## src/rtl/gsi_pkg.sv

```systemverilog
package gsi_pkg;

    typedef enum logic [2:0] {
        SNS_RISE = 3'd0,
        SNS_FALL = 3'd1,
        SNS_HIGH = 3'd2,
        SNS_LOW  = 3'd3,
        SNS_BOTH = 3'd4
    } sense_code_t;

    typedef enum logic {
        LATCH_IDLE = 1'b0,
        LATCH_PEND = 1'b1
    } latch_state_t;

    localparam int OFF_MASKED = 'h00;
    localparam int OFF_EN_SET = 'h04;
    localparam int OFF_EN_CLR = 'h08;
    localparam int OFF_ACK    = 'h10;
    localparam int OFF_ACCEPT = 'h14;
    localparam int OFF_SENSE0 = 'h20;
    localparam int OFF_RAW_LO = 'h50;
    localparam int OFF_RAW_HI = 'h54;

    localparam int FIELD_W = 4;

endpackage

```

## src/rtl/gsi_sync.sv

```systemverilog
module gsi_sync #(
    parameter int W      = 32,
    parameter int STAGES = 2
) (
    input  logic         clk,
    input  logic         rst_n,
    input  logic [W-1:0] d_i,
    output logic [W-1:0] first_o,
    output logic [W-1:0] last_o
);

    logic [STAGES-1:0][W-1:0] chain_q;

    always_ff @(posedge clk or negedge rst_n) begin
        if (!rst_n) chain_q[0] <= '0;
        else        chain_q[0] <= d_i;
    end

    generate
        for (genvar s = 1; s < STAGES; s++) begin : g_stage
            always_ff @(posedge clk or negedge rst_n) begin
                if (!rst_n) chain_q[s] <= '0;
                else        chain_q[s] <= chain_q[s-1];
            end
        end
    endgenerate

    assign first_o = chain_q[0];
    assign last_o  = chain_q[STAGES-1];

endmodule

```

## src/rtl/gsi_pin_det.sv

```systemverilog
module gsi_pin_det
    import gsi_pkg::*;
(
    input  logic               clk,
    input  logic               rst_n,
    input  logic               early_i,
    input  logic               late_i,
    input  logic [FIELD_W-1:0] mode_i,
    input  logic               accept_i,
    input  logic               ack_i,
    output logic               evt_o,
    output logic               pend_o
);

    latch_state_t state_q, state_d;
    logic         src;
    logic         prev_q;
    logic         hit;

    assign src = mode_i[FIELD_W-1] ? early_i : late_i;

    always_ff @(posedge clk or negedge rst_n) begin
        if (!rst_n) prev_q <= 1'b0;
        else        prev_q <= src;
    end

    always_comb begin
        case (mode_i[2:0])
            SNS_RISE: hit = src & ~prev_q;
            SNS_FALL: hit = ~src & prev_q;
            SNS_HIGH: hit = src;
            SNS_LOW:  hit = ~src;
            SNS_BOTH: hit = src ^ prev_q;
            default:  hit = 1'b0;
        endcase
    end

    assign evt_o = hit & accept_i;

    // state register
    always_ff @(posedge clk or negedge rst_n) begin
        if (!rst_n) state_q <= LATCH_IDLE;
        else        state_q <= state_d;
    end

    // next state
    always_comb begin
        state_d = state_q;
        unique case (state_q)
            LATCH_IDLE: if (evt_o)          state_d = LATCH_PEND;
            LATCH_PEND: if (ack_i && !evt_o) state_d = LATCH_IDLE;
        endcase
    end

    // outputs
    always_comb begin
        pend_o = 1'b0;
        unique case (state_q)
            LATCH_IDLE: pend_o = 1'b0;
            LATCH_PEND: pend_o = 1'b1;
        endcase
    end

endmodule

```

## src/rtl/gsi_regs.sv

```systemverilog
module gsi_regs
    import gsi_pkg::*;
#(
    parameter int DATA_W = 32,
    parameter int ADDR_W = 8,
    localparam int NPINS      = DATA_W,
    localparam int HALF       = NPINS / 2,
    localparam int PER_REG    = DATA_W / FIELD_W,
    localparam int SENSE_REGS = NPINS / PER_REG
) (
    input  logic                                 clk,
    input  logic                                 rst_n,
    input  logic [ADDR_W-1:0]                    addr,
    input  logic                                 wr_en,
    input  logic [DATA_W-1:0]                    wdata,
    input  logic [NPINS-1:0]                     pend_i,
    output logic [DATA_W-1:0]                    rdata,
    output logic [NPINS-1:0]                     en_o,
    output logic [NPINS-1:0]                     acc_o,
    output logic [NPINS-1:0]                     ack_o,
    output logic [SENSE_REGS-1:0][DATA_W-1:0]    sense_o
);

    logic [NPINS-1:0] en_q, acc_q;
    logic [SENSE_REGS-1:0][DATA_W-1:0] sense_q;

    logic hit_enset, hit_enclr, hit_ack, hit_acc;
    assign hit_enset = wr_en && (addr == ADDR_W'(OFF_EN_SET));
    assign hit_enclr = wr_en && (addr == ADDR_W'(OFF_EN_CLR));
    assign hit_ack   = wr_en && (addr == ADDR_W'(OFF_ACK));
    assign hit_acc   = wr_en && (addr == ADDR_W'(OFF_ACCEPT));

    assign ack_o = hit_ack ? wdata[NPINS-1:0] : '0;

    always_ff @(posedge clk or negedge rst_n) begin
        if (!rst_n) begin
            en_q  <= '0;
            acc_q <= '0;
        end else begin
            if (hit_enset) en_q <= en_q | wdata[NPINS-1:0];
            else if (hit_enclr) en_q <= en_q & ~wdata[NPINS-1:0];
            if (hit_acc) acc_q <= wdata[NPINS-1:0];
        end
    end

    generate
        for (genvar r = 0; r < SENSE_REGS; r++) begin : g_sense
            always_ff @(posedge clk or negedge rst_n) begin
                if (!rst_n) sense_q[r] <= '0;
                else if (wr_en && (addr == ADDR_W'(OFF_SENSE0 + 4 * r)))
                    sense_q[r] <= wdata;
            end
        end
    endgenerate

    always_comb begin
        rdata = '0;
        if (addr == ADDR_W'(OFF_MASKED)) rdata = DATA_W'(pend_i & en_q);
        if (addr == ADDR_W'(OFF_ACCEPT)) rdata = DATA_W'(acc_q);
        if (addr == ADDR_W'(OFF_RAW_LO)) rdata = DATA_W'(pend_i[HALF-1:0]);
        if (addr == ADDR_W'(OFF_RAW_HI)) rdata = DATA_W'(pend_i[NPINS-1:HALF]);
        for (int r = 0; r < SENSE_REGS; r++)
            if (addr == ADDR_W'(OFF_SENSE0 + 4 * r)) rdata = sense_q[r];
    end

    assign en_o    = en_q;
    assign acc_o   = acc_q;
    assign sense_o = sense_q;

endmodule

```

## src/rtl/gsi_irq_sense.sv

```systemverilog
module gsi_irq_sense
    import gsi_pkg::*;
#(
    parameter int DATA_W      = 32,
    parameter int ADDR_W      = 8,
    parameter int SYNC_STAGES = 2,
    localparam int NPINS      = DATA_W,
    localparam int HALF       = NPINS / 2,
    localparam int PER_REG    = DATA_W / FIELD_W,
    localparam int SENSE_REGS = NPINS / PER_REG
) (
    input  logic              clk,
    input  logic              rst_n,
    input  logic [NPINS-1:0]  pin_i,
    input  logic [ADDR_W-1:0] addr,
    input  logic              wr_en,
    input  logic [DATA_W-1:0] wdata,
    output logic [DATA_W-1:0] rdata,
    output logic              irq_lo_o,
    output logic              irq_hi_o
);

    logic [NPINS-1:0] early_w, late_w;
    logic [NPINS-1:0] pend_w, evt_w, en_w, acc_w, ack_w;
    logic [SENSE_REGS-1:0][DATA_W-1:0] sense_w;

    gsi_sync #(.W(NPINS), .STAGES(SYNC_STAGES)) u_sync (
        .clk     (clk),
        .rst_n   (rst_n),
        .d_i     (pin_i),
        .first_o (early_w),
        .last_o  (late_w)
    );

    gsi_regs #(.DATA_W(DATA_W), .ADDR_W(ADDR_W)) u_regs (
        .clk     (clk),
        .rst_n   (rst_n),
        .addr    (addr),
        .wr_en   (wr_en),
        .wdata   (wdata),
        .pend_i  (pend_w),
        .rdata   (rdata),
        .en_o    (en_w),
        .acc_o   (acc_w),
        .ack_o   (ack_w),
        .sense_o (sense_w)
    );

    generate
        for (genvar n = 0; n < NPINS; n++) begin : g_pin
            gsi_pin_det u_det (
                .clk      (clk),
                .rst_n    (rst_n),
                .early_i  (early_w[n]),
                .late_i   (late_w[n]),
                .mode_i   (sense_w[n / PER_REG][FIELD_W * (n % PER_REG) +: FIELD_W]),
                .accept_i (acc_w[n]),
                .ack_i    (ack_w[n]),
                .evt_o    (evt_w[n]),
                .pend_o   (pend_w[n])
            );
        end
    endgenerate

    logic [NPINS-1:0] masked;
    assign masked   = pend_w & en_w;
    assign irq_lo_o = |masked[HALF-1:0];
    assign irq_hi_o = |masked[NPINS-1:HALF];

endmodule

```

## config.mk

```make
export PLATFORM = sky130hd
export DESIGN_NAME = gsi_irq_sense
export DESIGN_NICKNAME = d
export VERILOG_FILES = /design/src/rtl/gsi_pkg.sv /design/src/rtl/gsi_sync.sv /design/src/rtl/gsi_pin_det.sv /design/src/rtl/gsi_regs.sv /design/src/rtl/gsi_irq_sense.sv
export SDC_FILE = /design/constraint.sdc
export NUM_CORES = 1
export LEC_CHECK = 0
export BUFFER_PORTS_ARGS = -buffer_cell sky130_fd_sc_hd__clkbuf_2
export CAP_MARGIN = 20
export CELL_PAD_IN_SITES_DETAIL_PLACEMENT = 1
export CELL_PAD_IN_SITES_GLOBAL_PLACEMENT = 2
export CORE_ASPECT_RATIO = 1.1
export CORE_UTILIZATION = 25
export CTS_BUF_LIST = sky130_fd_sc_hd__clkbuf_16
export CTS_CLUSTER_DIAMETER = 60
export DETAILED_ROUTE_END_ITERATION = 8
export PLACE_DENSITY_LB_ADDON = 0.05
export SLEW_MARGIN = 25
export SYNTH_ARGS = -nofsm -noshare
export SYNTH_HDL_FRONTEND = slang
export SYNTH_SLANG_ARGS = --single-unit
```

## constraint.sdc

```tcl
create_clock -name clk -period 4.4 [get_ports clk]
set_clock_uncertainty 0.1 [all_clocks]
set_input_delay 0.88 -clock clk [delete_from_list [all_inputs] [get_ports clk]]
set_output_delay 0.88 -clock clk [all_outputs]
set_load 0.03 [all_outputs]
```

# Yosys cells after proc, flatten, opt, wreduce, memory -nomap -nowiden
# Index checks and enable logic that the tools add are counted.
# totals
ff_bits,320
in_bits,75
output_inout_bits,34
wordCells,749
# classes
eq_ne,138
mux,203
bitwise,228
reduce_logical,108
# op_table
cell,count
32-bit two-way mux,11
3-bit by 2-bit equality test with 1-bit output (second input constant),64
1-bit one-hot mux with 5 select lines,32
1-bit one-hot mux with 2 select lines,64
1-bit AND,96
3-bit by 1-bit equality test with 1-bit output (second input constant),32
3-bit equality test (second input constant),32
3-bit logical NOT,32
1-bit two-way mux,96
1-bit NOT,96
32-bit AND,2
1-bit logical AND,40
8-bit by 6-bit equality test with 1-bit output (second input constant),4
1-bit logical NOT,32
32-bit NOT,1
32-bit OR,1
16-bit OR reduction,2
1-bit XOR,32
8-bit by 5-bit equality test with 1-bit output (second input constant),2
8-bit by 7-bit equality test with 1-bit output (second input constant),2
8-bit by 3-bit equality test with 1-bit output (second input constant),1
8-bit by 4-bit equality test with 1-bit output (second input constant),1
8-bit logical NOT,1
2-bit nonzero test,1

# Longest topological paths before layout
# depth
depth_word,11
ltp_mapped,7
mapped_depth_nobuf,7

# By module
# A second synthesis with hierarchy kept.
# unflattened
cells_unflattened,1488
area_unflattened_um2,17344.1
# modules_own_cells
mod,instances,cells_per_inst,area_each_um2
gsi_regs,1,830,9934.5
gsi_pin_det,32,18,175.2
gsi_sync,1,64,1601.5
gsi_irq_sense,1,18,202.7

# Worst setup path before layout
# OpenSTA, ideal clock, no wires.
# synth_path
path_type,input to output
from,input port addr[5]
to,output port rdata[29]
arrival_time_ns,2.706
path_slack_ns,0.714
path_stages,6
path_cell_list,buf_2 -> or4_1 -> clkbuf_1 -> nor2_1 -> a221oi_1 -> o32ai_1
# synth_between
elab_chain_len,9
word_cells_on_any_way,16
cone_classes,eq/ne (7); mux (8); reduce/logical (1)
# synth_rtl
item,line,rtl
from (decl),gsi_irq_sense.sv:15,"input logic [ADDR_W-1:0] addr,"
8-bit logical NOT,gsi_regs.sv:58,if (addr == ADDR_W'(OFF_MASKED)) rdata = DATA_W'(pend_i & en_q);
32-bit two-way mux,gsi_regs.sv:58,
32-bit two-way mux,gsi_regs.sv:59,if (addr == ADDR_W'(OFF_ACCEPT)) rdata = DATA_W'(acc_q);
32-bit two-way mux,gsi_regs.sv:60,if (addr == ADDR_W'(OFF_RAW_LO)) rdata = DATA_W'(pend_i[HALF-1:0]);
32-bit two-way mux,gsi_regs.sv:61,if (addr == ADDR_W'(OFF_RAW_HI)) rdata = DATA_W'(pend_i[NPINS-1:HALF]);
32-bit two-way mux (3 in a row),gsi_regs.sv:63,if (addr == ADDR_W'(OFF_SENSE0 + 4 * r)) rdata = sense_q[r];
32-bit two-way mux (*),gsi_regs.sv:63,
to (decl),gsi_irq_sense.sv:18,"output logic [DATA_W-1:0] rdata,"
# Mark *: on every way between the ends. The rest lies on a longest branch, timed or not.

# Final worst setup path
# layout_path
from,input port addr[7]
to,output port rdata[29]
# The elaborated chain is that of the path after synthesis.

==> reports/summary.txt <==
SETUP PATH
----------------------------------------------------------------------------------------------------
WP data arrival                                                                              3.04 ns
Element type at the critical path end                                                    output port
Kind of cell adding the most delay to the critical path                                 buffers and inverters
Data required, critical path                                                                 3.42 ns
Launching element type of the critical path                                             primary input
CP peak stage delay                                                                          0.61 ns
Cell type with the highest occurrence count on the critical path                            clkbuf_2
Largest fanout on the critical path                                                               15
CP Class                                                                                   in -> out
Critical path buffers and inverters                                                                3
Standard cell with the maximum stage delay on the critical path                                or4_1
Critical-path cell list                                                                 clkbuf_2 > or4_1 > nor2_1 > buf_4 > a221oi_1 > o32ai_1 > clkbuf_2

GRT
----------------------------------------------------------------------------------------------------
Number of global-route vias before repair                                                      13320
Wire length of the first global-routing pass                                                95390 um
GRT Overall Usage                                                                             0.1973
Overflow after GRT                                                                                 0
Initial antenna violation count                                                                    5
Maximum number of pins on one net before global-route repair                                     105

TIMING
----------------------------------------------------------------------------------------------------
Highest Clock Rate                                                                         248.5 MHz
Setup violators final                                                                              0
Relative slew margins                                                                         0.3383
Worst Hold Slack                                                                           0.1193 ns
Slew Viols, Final                                                                                  0
Worst slew pin tran                                                                        0.9822 ns
Final Hold Vio Count                                                                               0
Setup repair after global routing missed its margin                                               no
Setup_tns                                                                                       0 ns
Share of the clock period used by the worst path                                              0.9146
Shortest clock period the worst path allows after layout                                    4.024 ns

CTS
----------------------------------------------------------------------------------------------------
Maximum buffer depth of the clock tree                                                             3
Number of H-tree levels                                                                            2
Clock tree sinks                                                                                 320
CTS resizes                                                                                        0
TritonCTS clock tree                                                                             yes
Post-CTS setup buffer count                                                                        0
CTS Buf Count                                                                                     47
Hold-fix buffers, CTS                                                                              0
Clock-pin slew reported for the worst setup and hold paths after clock tree synthesis        0.06 ns
Buffer type at the clock tree root                                                         clkbuf_16
Clock latency of the later-clocked register in the worst-skew pair                           0.59 ns

POWER
----------------------------------------------------------------------------------------------------
Standby leakage power                                                                       9.049 nW
Switching Share                                                                               0.2801
Reg power frac                                                                                 0.437
Part of the total power dissipated in combinational logic                                      0.100
PwrDens                                                                                 401.6 nW/um^2
Clk network pwr share                                                                          0.463
IR Drop Worst-Case VDD                                                                     0.2155 mV
Cell-internal power                                                                         5.669 mW
Net switching component of the power                                                        2.206 mW

PLACEMENT
----------------------------------------------------------------------------------------------------
IO Port Bufs                                                                                     108
Instance area at placement                                                               18100 sq um
Final HPWL from detailed placement                                                          47040 um
Global placer's final weighted congestion                                                     0.8072

DETAILED ROUTING
----------------------------------------------------------------------------------------------------
Iteration count of the initial detailed-routing pass                                               5
Remaining DRCs                                                                                     0
Drt wl/cell                                                                                 25.97 um
Final antenna-violating net count                                                                  0
Via density per instance                                                                       4.951
Overall routed net length                                                                   64000 um
DRC marker count from the first detailed-route iteration                                         541
DR vias                                                                                        12200

SYNTHESIS
----------------------------------------------------------------------------------------------------
Gate Count Post-Synth                                                                           1439
Fraction of synthesis flops using an asynchronous set or reset pin                             1.000
Sequential-to-total area share from yosys stat                                                0.4927
Mean Syn Cell Area                                                                       11.29 sq um
Post-synth EDFFs                                                                                   0
Number of distinct library cells after synthesis                                                  64
Total standard cell area after synthesis                                                 16250 sq um
Most used DFF post-synth                                                                     dfrtp_1
Post-synthesis register bit count                                                                320
Syn Nets                                                                                        1578
Number of warning messages in the yosys log                                                        0

FLOORPLANNING
----------------------------------------------------------------------------------------------------
Chip Height                                                                                 269.4 um
I/O pin total                                                                                    109
Initial cell density of the core                                                              0.2541
Cell Rows                                                                                         97
Chip width                                                                                  245.1 um
Core outline area                                                                        63960 sq um
Die Outline Area                                                                         66040 sq um

STATUS
----------------------------------------------------------------------------------------------------
Result of the run                                                                       complete, no violations

CELLS AND AREA
----------------------------------------------------------------------------------------------------
Post-route design area                                                                   19610 sq um
Final design utilization                                                                      0.3066
Share of post-route cells with drive strength above 1                                         0.2614
Number of nets in the layout                                                                    1726
Fillers                                                                                         6980
Layout overhead on the synthesized area                                                       20.65%

MIN PATH
----------------------------------------------------------------------------------------------------
Path class of the lowest-slack min-delay path                                            in -> async

RUN
----------------------------------------------------------------------------------------------------
Count of maximum capacitance violations                                                            0

[stage by stage]
stage               total power, mW  worst slack, ns  cells
floorplan                     3.794           0.7136   1439
global route                  8.255           0.2692   2463
detailed placement            4.300           0.3566   2378
global placement              4.285           0.3883   2378
finish                        7.875           0.3759   2464
CTS                           8.047           0.3506   2462
[cell usage in the layout, fill, tap and decap left out, types with 5 or more instances in the layout]
cell	n
a21oi_1	66
a22o_1	69
a22oi_1	21
a31oi_1	6
a32o_1	7
a32oi_1	8
and2_1	5
and3_1	7
and4_1	6
buf_12	6
buf_4	58
clkbuf_16	47
clkbuf_2	106
dfrtp_1	320
ha_1	64
inv_1	87
inv_6	5
mux2_1	30
mux2_2	165
mux2i_1	51
nand2_1	100
nand2b_1	30
nand3_1	12
nand3b_1	5
nand4_1	5
nor2_1	68
nor3_1	19
nor4_1	8
nor4b_1	30
o21ai_0	54
o221ai_1	8
o22ai_1	25
o2bb2ai_1	6
o32ai_1	5
or3_1	10
xor2_1	30
[area by class of cell]
cell class / count / area, sq um / share of cell area
antenna: 1 / 2.502 / 0.0001276
clock inverter: 37 / 302.8 / 0.01544
clock buffer: 47 / 1176 / 0.05998
tap: 841 / 1052 / 0.05366
multi-input combinational: 973 / 7666 / 0.3909
inverter: 73 / 274.0 / 0.01397
sequential: 320 / 8008 / 0.4083
timing repair buffer: 172 / 1129 / 0.05755
[power by group through the flow]
| stage | logic, mW | clock network [mW] | registers [mW] |
|---|---|---|---|
| after floorplan | 0.445 | 0 | 3.35 |
| after global routing | 0.883 | 3.90 | 3.47 |
| after detailed placement | 0.810 | 0 | 3.49 |
| after CTS | 0.812 | 3.79 | 3.44 |
| after global placement | 0.797 | 0 | 3.49 |
| final | 0.791 | 3.65 | 3.44 |
[cells by family after synthesis]
logic type | after synthesis | share of synthesized area
AOI/OAI and AO/OA | 298 | 0.1260
adders and majority gates | 64 | 0.04927
muxes | 246 | 0.1665
DFF | 320 | 0.4927
and+or+nand+nor | 334 | 0.1112
buffers and inverters | 146 | 0.03764
xor gates and xnor gates | 31 | 0.01671
[sequential cells by signal, indices dropped and copies added, names as in the netlist, named ones only]
| signal | flops |
|---|---|
| u_regs.sense_o | 128 |
| u_regs.acc_o | 32 |
| u_sync.last_o | 32 |
| u_sync.first_o | 32 |
| g_pin.u_det.state_q | 32 |
| g_pin.u_det.prev_q | 32 |
[layer usage]
metal	global-route usage	routed length (um)	part of all wire	up-vias
met4	0.04178	1040	0.016	4
met2	0.3350	31440	0.49	191
met3	0.02568	1894	0.030	70
met1	0.2657	29590	0.46	6378
met5	0	27	0.00042	-
li1	-	-	-	5557
[synthesized netlist by cell type (4+ instances only)]
| library cell | n | area [sq um] |
|---|---|---|
| a22oi_1 | 21 | 157.7 |
| nand2b_1 | 30 | 187.7 |
| ha_1 | 64 | 800.8 |
| mux2_2 | 165 | 1858 |
| nand4_1 | 5 | 31.28 |
| o31ai_1 | 4 | 30.03 |
| clkbuf_1 | 31 | 116.4 |
| o2bb2ai_1 | 6 | 52.55 |
| o21a_1 | 4 | 30.03 |
| buf_1 | 6 | 22.52 |
| nand3_1 | 14 | 70.07 |
| and3_1 | 7 | 43.79 |
| dfrtp_1 | 320 | 8008 |
| o22ai_1 | 25 | 156.4 |
| xor2_1 | 30 | 262.8 |
| o221ai_1 | 8 | 70.07 |
| a32oi_1 | 8 | 70.07 |
| inv_1 | 73 | 274.0 |
| a32o_1 | 7 | 70.07 |
| o21ai_0 | 54 | 270.3 |
| nor3_1 | 20 | 100.1 |
| mux2_1 | 30 | 337.8 |
| o32ai_1 | 5 | 43.79 |
| nand3b_1 | 5 | 37.54 |
| buf_2 | 33 | 165.2 |
| a31oi_1 | 6 | 37.54 |
| and4_1 | 6 | 52.55 |
| or3_1 | 10 | 62.56 |
| nor2_1 | 68 | 255.2 |
| nor4_1 | 8 | 50.05 |
| nand2_1 | 101 | 379.1 |
| mux2i_1 | 51 | 510.5 |
| a22o_1 | 69 | 604.3 |
| and2_1 | 5 | 31.28 |
| a21oi_1 | 66 | 330.3 |
| nor4b_1 | 30 | 262.8 |
[path summary, 6_finish.rpt]
check,startpoint,endpoint,slack [ns],cells after the start
min in group clk,u_sync.first_o[17],u_sync.last_o[17],0.27,0
worst min register to register,u_sync.first_o[17],u_sync.last_o[17],0.27,0
worst max-delay path,addr[7],rdata[29],0.38,7
max in group asynchronous,rst_n,u_sync.last_o[28],3.34,2
worst min-delay path,rst_n,g_pin[8].u_det.prev_q,0.12,1
worst max register to register,u_regs.sense_o[19],g_pin[4].u_det.state_q,1.99,7
Note: power is estimated with default switching activity, not from simulation.
